--- config.mk ---
export PLATFORM = sky130hd
export DESIGN_NAME = los_monitor
export DESIGN_NICKNAME = d
export VERILOG_FILES = /design/src/rtl/los_pkg.sv /design/src/rtl/los_zero_run.sv /design/src/rtl/los_clear_qual.sv /design/src/rtl/los_state.sv /design/src/rtl/los_monitor.sv
export SDC_FILE = /design/constraint.sdc
export NUM_CORES = 1
export LEC_CHECK = 0
export BUFFER_PORTS_ARGS = -buffer_cell sky130_fd_sc_hd__clkbuf_2
export CORE_MARGIN = 3
export CORE_UTILIZATION = 44
export DETAILED_ROUTE_END_ITERATION = 8
export PLACE_DENSITY = 0.64
export RECOVER_POWER = 50
export SYNTH_ARGS = -nofsm -noshare
export SYNTH_HDL_FRONTEND = slang
export SYNTH_SLANG_ARGS = --single-unit
--- constraint.sdc ---
create_clock -name clk_i -period 3.45 [get_ports clk_i]
set_input_delay 0.1725 -clock clk_i [delete_from_list [all_inputs] [get_ports clk_i]]
set_output_delay 0.1725 -clock clk_i [all_outputs]
set_load 0.02 [all_outputs]
--- src/rtl/los_pkg.sv ---
package los_pkg;

  localparam int unsigned LOS_CW = 8;

  typedef enum logic {
    CODE_B3ZS = 1'b0,
    CODE_HDB3 = 1'b1
  } line_code_e;

  // shortest zero run that counts as excessive for each line code
  function automatic logic [LOS_CW-1:0] exz_len(line_code_e code);
    return (code == CODE_HDB3) ? LOS_CW'(4) : LOS_CW'(3);
  endfunction

endpackage

--- src/rtl/los_zero_run.sv ---
module los_zero_run
  import los_pkg::*;
#(
  parameter int unsigned CW = LOS_CW
) (
  input  logic          clk_i,
  input  logic          rst_ni,
  input  logic          pulse_i,
  input  line_code_e    code_i,
  output logic [CW-1:0] run_q,
  output logic [CW-1:0] run_nxt,
  output logic          exc_o
);

  localparam logic [CW-1:0] RUN_MAX = {CW{1'b1}};

  always_comb begin
    if (pulse_i)              run_nxt = '0;
    else if (run_q == RUN_MAX) run_nxt = run_q;
    else                      run_nxt = run_q + 1'b1;
  end

  assign exc_o = !pulse_i && (run_nxt >= CW'(exz_len(code_i)));

  always_ff @(posedge clk_i) begin
    if (!rst_ni) run_q <= '0;
    else         run_q <= run_nxt;
  end

endmodule

--- src/rtl/los_clear_qual.sv ---
module los_clear_qual #(
  parameter int unsigned CW    = 8,
  parameter int unsigned CLR_N = 175
) (
  input  logic          clk_i,
  input  logic          rst_ni,
  input  logic          arm_i,
  input  logic          exc_i,
  output logic [CW-1:0] cnt_q,
  output logic          done_o
);

  logic [CW:0] cnt_inc;

  assign cnt_inc = {1'b0, cnt_q} + 1'b1;
  assign done_o  = arm_i && !exc_i && (cnt_inc >= (CW+1)'(CLR_N));

  always_ff @(posedge clk_i) begin
    if (!rst_ni)                    cnt_q <= '0;
    else if (!arm_i || exc_i || done_o) cnt_q <= '0;
    else                            cnt_q <= cnt_inc[CW-1:0];
  end

endmodule

--- src/rtl/los_state.sv ---
module los_state #(
  parameter int unsigned CW     = 8,
  parameter int unsigned DECL_N = 175
) (
  input  logic          clk_i,
  input  logic          rst_ni,
  input  logic [CW-1:0] run_nxt_i,
  input  logic          done_i,
  output logic          dlos_q
);

  logic declare;

  assign declare = !dlos_q && (run_nxt_i >= CW'(DECL_N));

  always_ff @(posedge clk_i) begin
    if (!rst_ni)               dlos_q <= 1'b1;
    else if (declare)          dlos_q <= 1'b1;
    else if (dlos_q && done_i) dlos_q <= 1'b0;
  end

endmodule

--- src/rtl/los_monitor.sv ---
module los_monitor
  import los_pkg::*;
#(
  parameter int unsigned DECL_N = 175,
  parameter int unsigned CLR_N  = 175
) (
  input  logic clk_i,
  input  logic rst_ni,
  input  logic pulse_pos_i,
  input  logic pulse_neg_i,
  input  logic aloss_i,
  input  logic code_sel_i,
  output logic los_o,
  output logic mute_o
);

  localparam int unsigned CW = LOS_CW;

  // R10 threshold range checks
  if (DECL_N < 10 || DECL_N > 255) begin : g_bad_decl
    $error("DECL_N out of range 10..255");
  end
  if (CLR_N < 10 || CLR_N > 255) begin : g_bad_clr
    $error("CLR_N out of range 10..255");
  end

  logic          pulse;
  logic [CW-1:0] run_q;
  logic [CW-1:0] run_nxt;
  logic          exc;
  logic [CW-1:0] clr_cnt;
  logic          clr_done;
  logic          dlos_q;
  logic          arm;

  // muting: analog loss masks recovered pulses
  assign pulse  = (pulse_pos_i | pulse_neg_i) & ~aloss_i;
  assign mute_o = aloss_i;
  assign arm    = dlos_q & ~aloss_i;

  los_zero_run #(.CW(CW)) u_run (
    .clk_i   (clk_i),
    .rst_ni  (rst_ni),
    .pulse_i (pulse),
    .code_i  (line_code_e'(code_sel_i)),
    .run_q   (run_q),
    .run_nxt (run_nxt),
    .exc_o   (exc)
  );

  los_clear_qual #(.CW(CW), .CLR_N(CLR_N)) u_clr (
    .clk_i  (clk_i),
    .rst_ni (rst_ni),
    .arm_i  (arm),
    .exc_i  (exc),
    .cnt_q  (clr_cnt),
    .done_o (clr_done)
  );

  los_state #(.CW(CW), .DECL_N(DECL_N)) u_state (
    .clk_i     (clk_i),
    .rst_ni    (rst_ni),
    .run_nxt_i (run_nxt),
    .done_i    (clr_done),
    .dlos_q    (dlos_q)
  );

  assign los_o = dlos_q | aloss_i;

endmodule

==> results of run 1 <==
-- sequential cells by signal, summed over array words and instances (netlist names) --
register        count
u_clr.cnt_q         8
u_state.dlos_q      1
u_run.run_q         8
-- worst max-delay path, delay by kind of cell, from the launching register on --
kind,cells,cell delay [ns]
simple gates,6,1.16
fa+ha+maj,2,0.52
compound gates,3,0.45
flops,1,0.42
xor+xnor,1,0.14
buf+inv,1,0.07
-- per-layer routing --
layer | track usage | vias to the layer above
met5 | 0 | -
met3 | 0.0209 | 2
met1 | 0.203 | 415
met2 | 0.207 | 28
met4 | 0.0508 | 0
li1 | - | 486
-- synth_stat cells (2+ instances only) --
master    number
o21bai_1       5
inv_1          7
dfxtp_1       17
nor2_1        14
xnor2_1        4
a31oi_1        3
a21oi_1       10
ha_1           6
nand3_1        7
and2_1         6
nand2_1        8
xor2_1         3
nand3b_1       2
and3_1         3
a211oi_1       3
o31ai_1        3
nor2b_1        2
-- placed cells by master (no fill, tap or decap), drive strengths merged, types with 2 or more instances in the layout --
cell type	count
dfxtp	17
nor2	14
a21oi	10
clkbuf	10
nand2	8
inv	7
nand3	7
and2	7
ha	6
o21bai	5
xnor2	4
a211oi	4
a31oi	3
and3	3
o31ai	3
xor2	3
nand3b	2
nor3	2
nor2b	2
o21ai	2
or2	2
nor4	2
-- final cells by class --
cell class | instances | area (sq um)
repair buffers | 8 | 40.0
flip-flops and latches | 17 | 340
fillers | 225 | 1130
clock inverters | 1 | 5.00
clock buffers | 3 | 22.5
inverters | 7 | 26.3
multi-input cells | 102 | 702
well taps | 28 | 35.0
-- cell families (layout without fill, tap and decap cells) --
group	Yosys count	in the layout	share of synthesized area
AOI/OAI and AO/OA	36	36	0.252
adders and majority gates	6	6	0.0679
DFF	17	17	0.308
and+or+nand+nor	53	53	0.265
xor gates and xnor gates	7	7	0.0554
buffers and inverters	11	19	0.0520
-- final timing paths --
| path | from | end | slack, ns | cells past startpoint |
|---|---|---|---|---|
| setup reg to reg | u_run.run_q[0]$_SDFF_PN0_ | u_clr.cnt_q[6]$_SDFF_PP0_ | 0.62 | 13 |
| hold reg to reg | u_clr.cnt_q[0]$_SDFF_PP0_ | u_clr.cnt_q[0]$_SDFF_PP0_ | 0.54 | 1 |
| setup / recovery | u_run.run_q[0]$_SDFF_PN0_ | u_clr.cnt_q[6]$_SDFF_PP0_ | 0.62 | 13 |
| hold / removal | rst_ni | u_run.run_q[4]$_SDFF_PN0_ | 0.21 | 3 |
-- metrics by stage --
stage | util | hold WS [ns] | power (mW) | worst slack, ns
floorplan | - | 0.293 | 0.241 | 0.925
global placement | 0.502 | 0.516 | 0.252 | 0.762
detailed placement | 0.502 | 0.519 | 0.253 | 0.691
CTS | 0.514 | 0.210 | 0.359 | 0.636
global route | 0.510 | 0.225 | 0.374 | 0.339
finish | 0.510 | 0.211 | 0.354 | 0.625
-- power breakdown --
group	total [mW]	internal, mW	switching (mW)
Clock	0.106	0.0430	0.0629
Sequential	0.206	0.200	0.00625
Combinational	0.0418	0.0181	0.0238
Total	0.354	0.261	0.0930
==> impl_results.md, run 1 <==
* Clock sink count at 17
* Peak supply drop at 0.000180 V
* Final instance area at 1170 sq um
* H-tree depth at 1
* Pwr dens at 302 nW/um^2
* Die footprint at 3150 sq um
* Setup violators final at 0
* Max frequency at 0.354 GHz
* Area delta synth->final at 5.88%
* Clock root buffer: clkbuf_4
* Initial antenna violation count at 0
* Slowest stage delay, CP at 0.42 ns
* # rows at 17
* Postcts setup bufs at 0
* Synth warn at 0
* CTS clk-pin slew, worst paths at 0.10 ns
* Clk Latency, worst-skew pair at 0.28 ns
* Top Layer Used: met4
* Wirelength, routed at 2.10 mm
* RSZ-0062 raised after global routing: false
* Most used DFF post-synth: dfxtp_1
* Kind of critical path: flop to flop
* Overflow left after global routing at 0
* Vias per cell at 5.61
* Die height at 56.1 microns
* Residual DRC at 0
* CTS tree: done
* DP Area at 1150 sq um
* Fraction of layout instances using a drive strength above 1 at 0.138
* Clk buf depth at 2
* Total CTS buffers at 3
* Status: complete, no violations
* GP Congestion at 0.813
* Yosys reg bits at 17
* Placeable Area at 2300 sq um
* Per-cell routed wire length at 12.6 microns
* Count of cell types in the netlist at 44
* Period Utilization, post-route at 0.819
* Final setup TNS at 0 ns
* Syn_area_per_cell at 8.51 sq um
* Met3 WL at 139 microns
* Syn_nets at 142
* Detailed placement HPWL at 1.62 mm
* Final hold violations at 0
* Via count at 931
* Final Slew Violations at 0
* Inst Count DP at 162
* Max_cap viols at 0
* 1st-iter DRT viols at 27
* Slew headroom at 0.585
* Total leakage power at 0.454 nW
* CP max stage cell: dfxtp_1
* Fin crit period at 2.83 ns
* GRT Total Usage at 0.140
* Number of enable flip-flop cells after synthesis at 0
* Final cell count without fillers at 166
* Antenna Nets Post-Route at 0
* Met2 WL post-DR at 919 microns
* Die span in x at 56.1 microns
* Setup Skew at 0.00196 ns
* Boundary Pins at 8
* Post-layout net count at 151
* Cell Chain, Critical Path: ha_1 -> and3_1 -> nand2_1 -> xnor2_1 -> nor2_1 -> inv_1 -> ha_1 -> nand2b_1 -> a21oi_1 -> o221ai_2 -> nor4_2 -> o21ai_2 -> nor2_1
* HP Class: input pin to flop
* CP required at 3.68 ns
* Largest net degree at the start of global routing at 11
* Synthesized area at 1110 sq um
* Buffers on Ports at 7
* Register area share after synthesis at 0.308
* Crit end category: flop
* Async set-reset flop share out of synthesis at 0
* Tightest Pin Transition at 0.615 ns
* Hold_buf cts at 0
* Share of the synthesized area in the top cell type at 0.308
* Met1 WL at 1.02 mm
* CP max FO at 8
* Vias in the first global route at 816
* DR pass1 iterations at 5
* Largest cells by area after synthesis: dfxtp_1 (31%), ha_1 (6.8%), nor2_1 (4.8%), a21oi_1 (4.5%), and2_1 (3.4%)
* CP Launch Type: flop
* Syn Inst Count at 130
* Ant. Diodes at 0
* Post_cts resized at 0
* Initial Util at 0.481
* Cell taking the most area after synthesis: dfxtp_1
* Critical Path AT at 3.05 ns
* Global-route wire length before repair at 3.60 mm
Note: power is estimated with default switching activity, not from simulation.
==> run 2, diff against run 1 <==
- PLACE_DENSITY: 0.64 -> 0.67
- clock period: 3.45 -> 2.4 ns (I/O delays scaled with it)
==> run 2 against run 1 <==
Against the previous run:
- register-to-register slack got worse by 0.61 ns
- critical path depth unchanged
- core utilization increased by 7.0 points
- wire length increased by 20%
- sequential power increased by 44%
- first-iteration DRC count decreased by 22%
- clock power increased by 56%
- non-clock buffer count increased by 12
- setup slack got worse by 0.61 ns
==> impl_results.md, run 2 (synthesis results as in run 1) <==
* CTS tree: done
* Final instance area at 1330 sq um
* HP Class: input pin to flop
* CP max stage cell: dfxtp_2
* Boundary Pins at 8
* Wirelength, routed at 2.51 mm
* DP Area at 1240 sq um
* CTS clk-pin slew, worst paths at 0.11 ns
* Final cell count without fillers at 178
* Per-cell routed wire length at 14.1 microns
* Global-route wire length before repair at 4.14 mm
* Period Utilization, post-route at 0.992
* Peak supply drop at 0.000584 V
* Via count at 1039
* Most frequent cells in the layout: buf_4 (13), dfxtp_1 (13), nor2_1 (12), a21oi_1 (9)
* Final Slew Violations at 0
* GP Congestion at 0.868
* Slew headroom at 0.677
* Cell Chain, Critical Path: ha_4 -> and3_4 -> nand2_4 -> xnor2_1 -> nor2_1 -> inv_1 -> ha_1 -> nand2b_4 -> a21oi_2 -> o221ai_2 -> nor4_4 -> o21bai_1 -> o2bb2ai_1
* Largest net degree at the start of global routing at 11
* Crit end category: flop
* Initial Util at 0.481
* Placeable Area at 2300 sq um
* Final hold violations at 0
* Setup violators final at 0
* Clock sink count at 17
* Max_cap viols at 0
* DR pass1 iterations at 4
* Ant. Diodes at 0
* RSZ-0062 raised after global routing: true
* Met3 Resource Use GR at 0.0278
* Die footprint at 3150 sq um
* M2 GR Usage at 0.245
* Slowest stage delay, CP at 0.37 ns
* Die span in x at 56.1 microns
* CP Launch Type: flop
* Overflow left after global routing at 0
* # fillers at 197
* Clk Latency, worst-skew pair at 0.30 ns
* GRT Total Usage at 0.159
* Status: complete, no violations
* Hold slack at 0.130 ns
* Die height at 56.1 microns
* Initial antenna violation count at 0
* # rows at 17
* CP delay by family, top: simple AND/OR/NAND/NOR gates
* Final setup TNS at 0 ns
* Inst Count DP at 173
* Met1 Use GR at 0.228
* Core Util, Final at 0.580
* Post-layout net count at 163
* Area delta synth->final at 20.4%
* Setup Skew at 0.00598 ns
* Antenna Nets Post-Route at 0
* Detailed placement HPWL at 1.86 mm
* Kind of critical path: flop to flop
* Most used routing layer: met2
* 1st-iter DRT viols at 21
* Worst path buffer plus inverter count at 1
* Pwr dens at 409 nW/um^2
* CP required at 2.60 ns
* Vias per cell at 5.84
* Buffers on Ports at 7
* Max frequency at 0.420 GHz
* Residual DRC at 0
* Fin crit period at 2.38 ns
* Critical Path AT at 2.58 ns
* Total leakage power at 0.548 nW
* Fraction of layout instances using a drive strength above 1 at 0.300
* Vias in the first global route at 954
* Clock root buffer: clkbuf_4
* Tightest Pin Transition at 0.483 ns
* CP max FO at 2
* Total CTS buffers at 3
* H-tree depth at 1
* Clk buf depth at 2
* Largest regs: u_clr.cnt_q: 8 flops, u_run.run_q: 8 flops, u_state.dlos_q: 1 flops
run 2: through the flow:
| step | setup slack, ns | power (mW) |
|---|---|---|
| 2_1_floorplan | 0.0356 | 0.346 |
| 3_3_place_gp | 0.118 | 0.367 |
| 3_5_place_dp | 0.0456 | 0.371 |
| 4_1_cts | 0.0257 | 0.527 |
| 5_1_grt | -0.138 | 0.563 |
| 6_report | 0.0193 | 0.545 |
run 2: cell type report:
type | count | area, sq um | share of cell area
Sequential cell | 17 | 345 | 0.259
Inverter | 7 | 26.3 | 0.0197
Multi-Input combinational cell | 102 | 766 | 0.575
Clock inverter | 1 | 5.00 | 0.00376
Clock buffer | 3 | 22.5 | 0.0169
Tap cell | 28 | 35.0 | 0.0263
Timing Repair Buffer | 20 | 131 | 0.0987
run 2: layer usage:
layer | wire [microns] | part of all wire | vias up
met5 | 0 | 0 | -
met3 | 95 | 0.038 | 4
li1 | - | - | 510
met4 | 41 | 0.016 | 0
met2 | 1160 | 0.46 | 22
met1 | 1220 | 0.48 | 503
run 2: worst reg2reg max path, cell delays in order, from the launching register on:
cell,delay [ns]
dfxtp_2,0.37
ha_4,0.14
and3_4,0.21
nand2_4,0.06
xnor2_1,0.12
nor2_1,0.14
inv_1,0.07
ha_1,0.26
nand2b_4,0.14
a21oi_2,0.14
o221ai_2,0.13
nor4_4,0.25
o21bai_1,0.12
o2bb2ai_1,0.14
run 2: path summary, 6_finish.rpt:
check | slack, ns | start | cells past startpoint | to
worst max-delay path | 0.02 | u_run.run_q[0]$_SDFF_PN0_ | 13 | u_state.dlos_q$_SDFFE_PP1P_
worst min-delay path | 0.13 | rst_ni | 3 | u_run.run_q[4]$_SDFF_PN0_
worst max register to register | 0.02 | u_run.run_q[0]$_SDFF_PN0_ | 13 | u_state.dlos_q$_SDFFE_PP1P_
worst min register to register | 0.55 | u_clr.cnt_q[0]$_SDFF_PP0_ | 1 | u_clr.cnt_q[0]$_SDFF_PP0_
run 2: where the power goes:
| part | switching (mW) | leakage, nW | total [mW] | internal, mW |
|---|---|---|---|---|
| Sequential | 0.00866 | 0.139 | 0.297 | 0.288 |
| Combinational | 0.0447 | 0.391 | 0.0832 | 0.0385 |
| Clock | 0.103 | 0.0177 | 0.165 | 0.0621 |
| Total | 0.156 | 0.548 | 0.545 | 0.389 |
run 2: what timing repair did:
item	in CTS	in global routing
resized for setup	0	13
buffers inserted	0	1
hold buffers	0	0
setup endpoints to repair	0	9
hold endpoints to repair	0	0
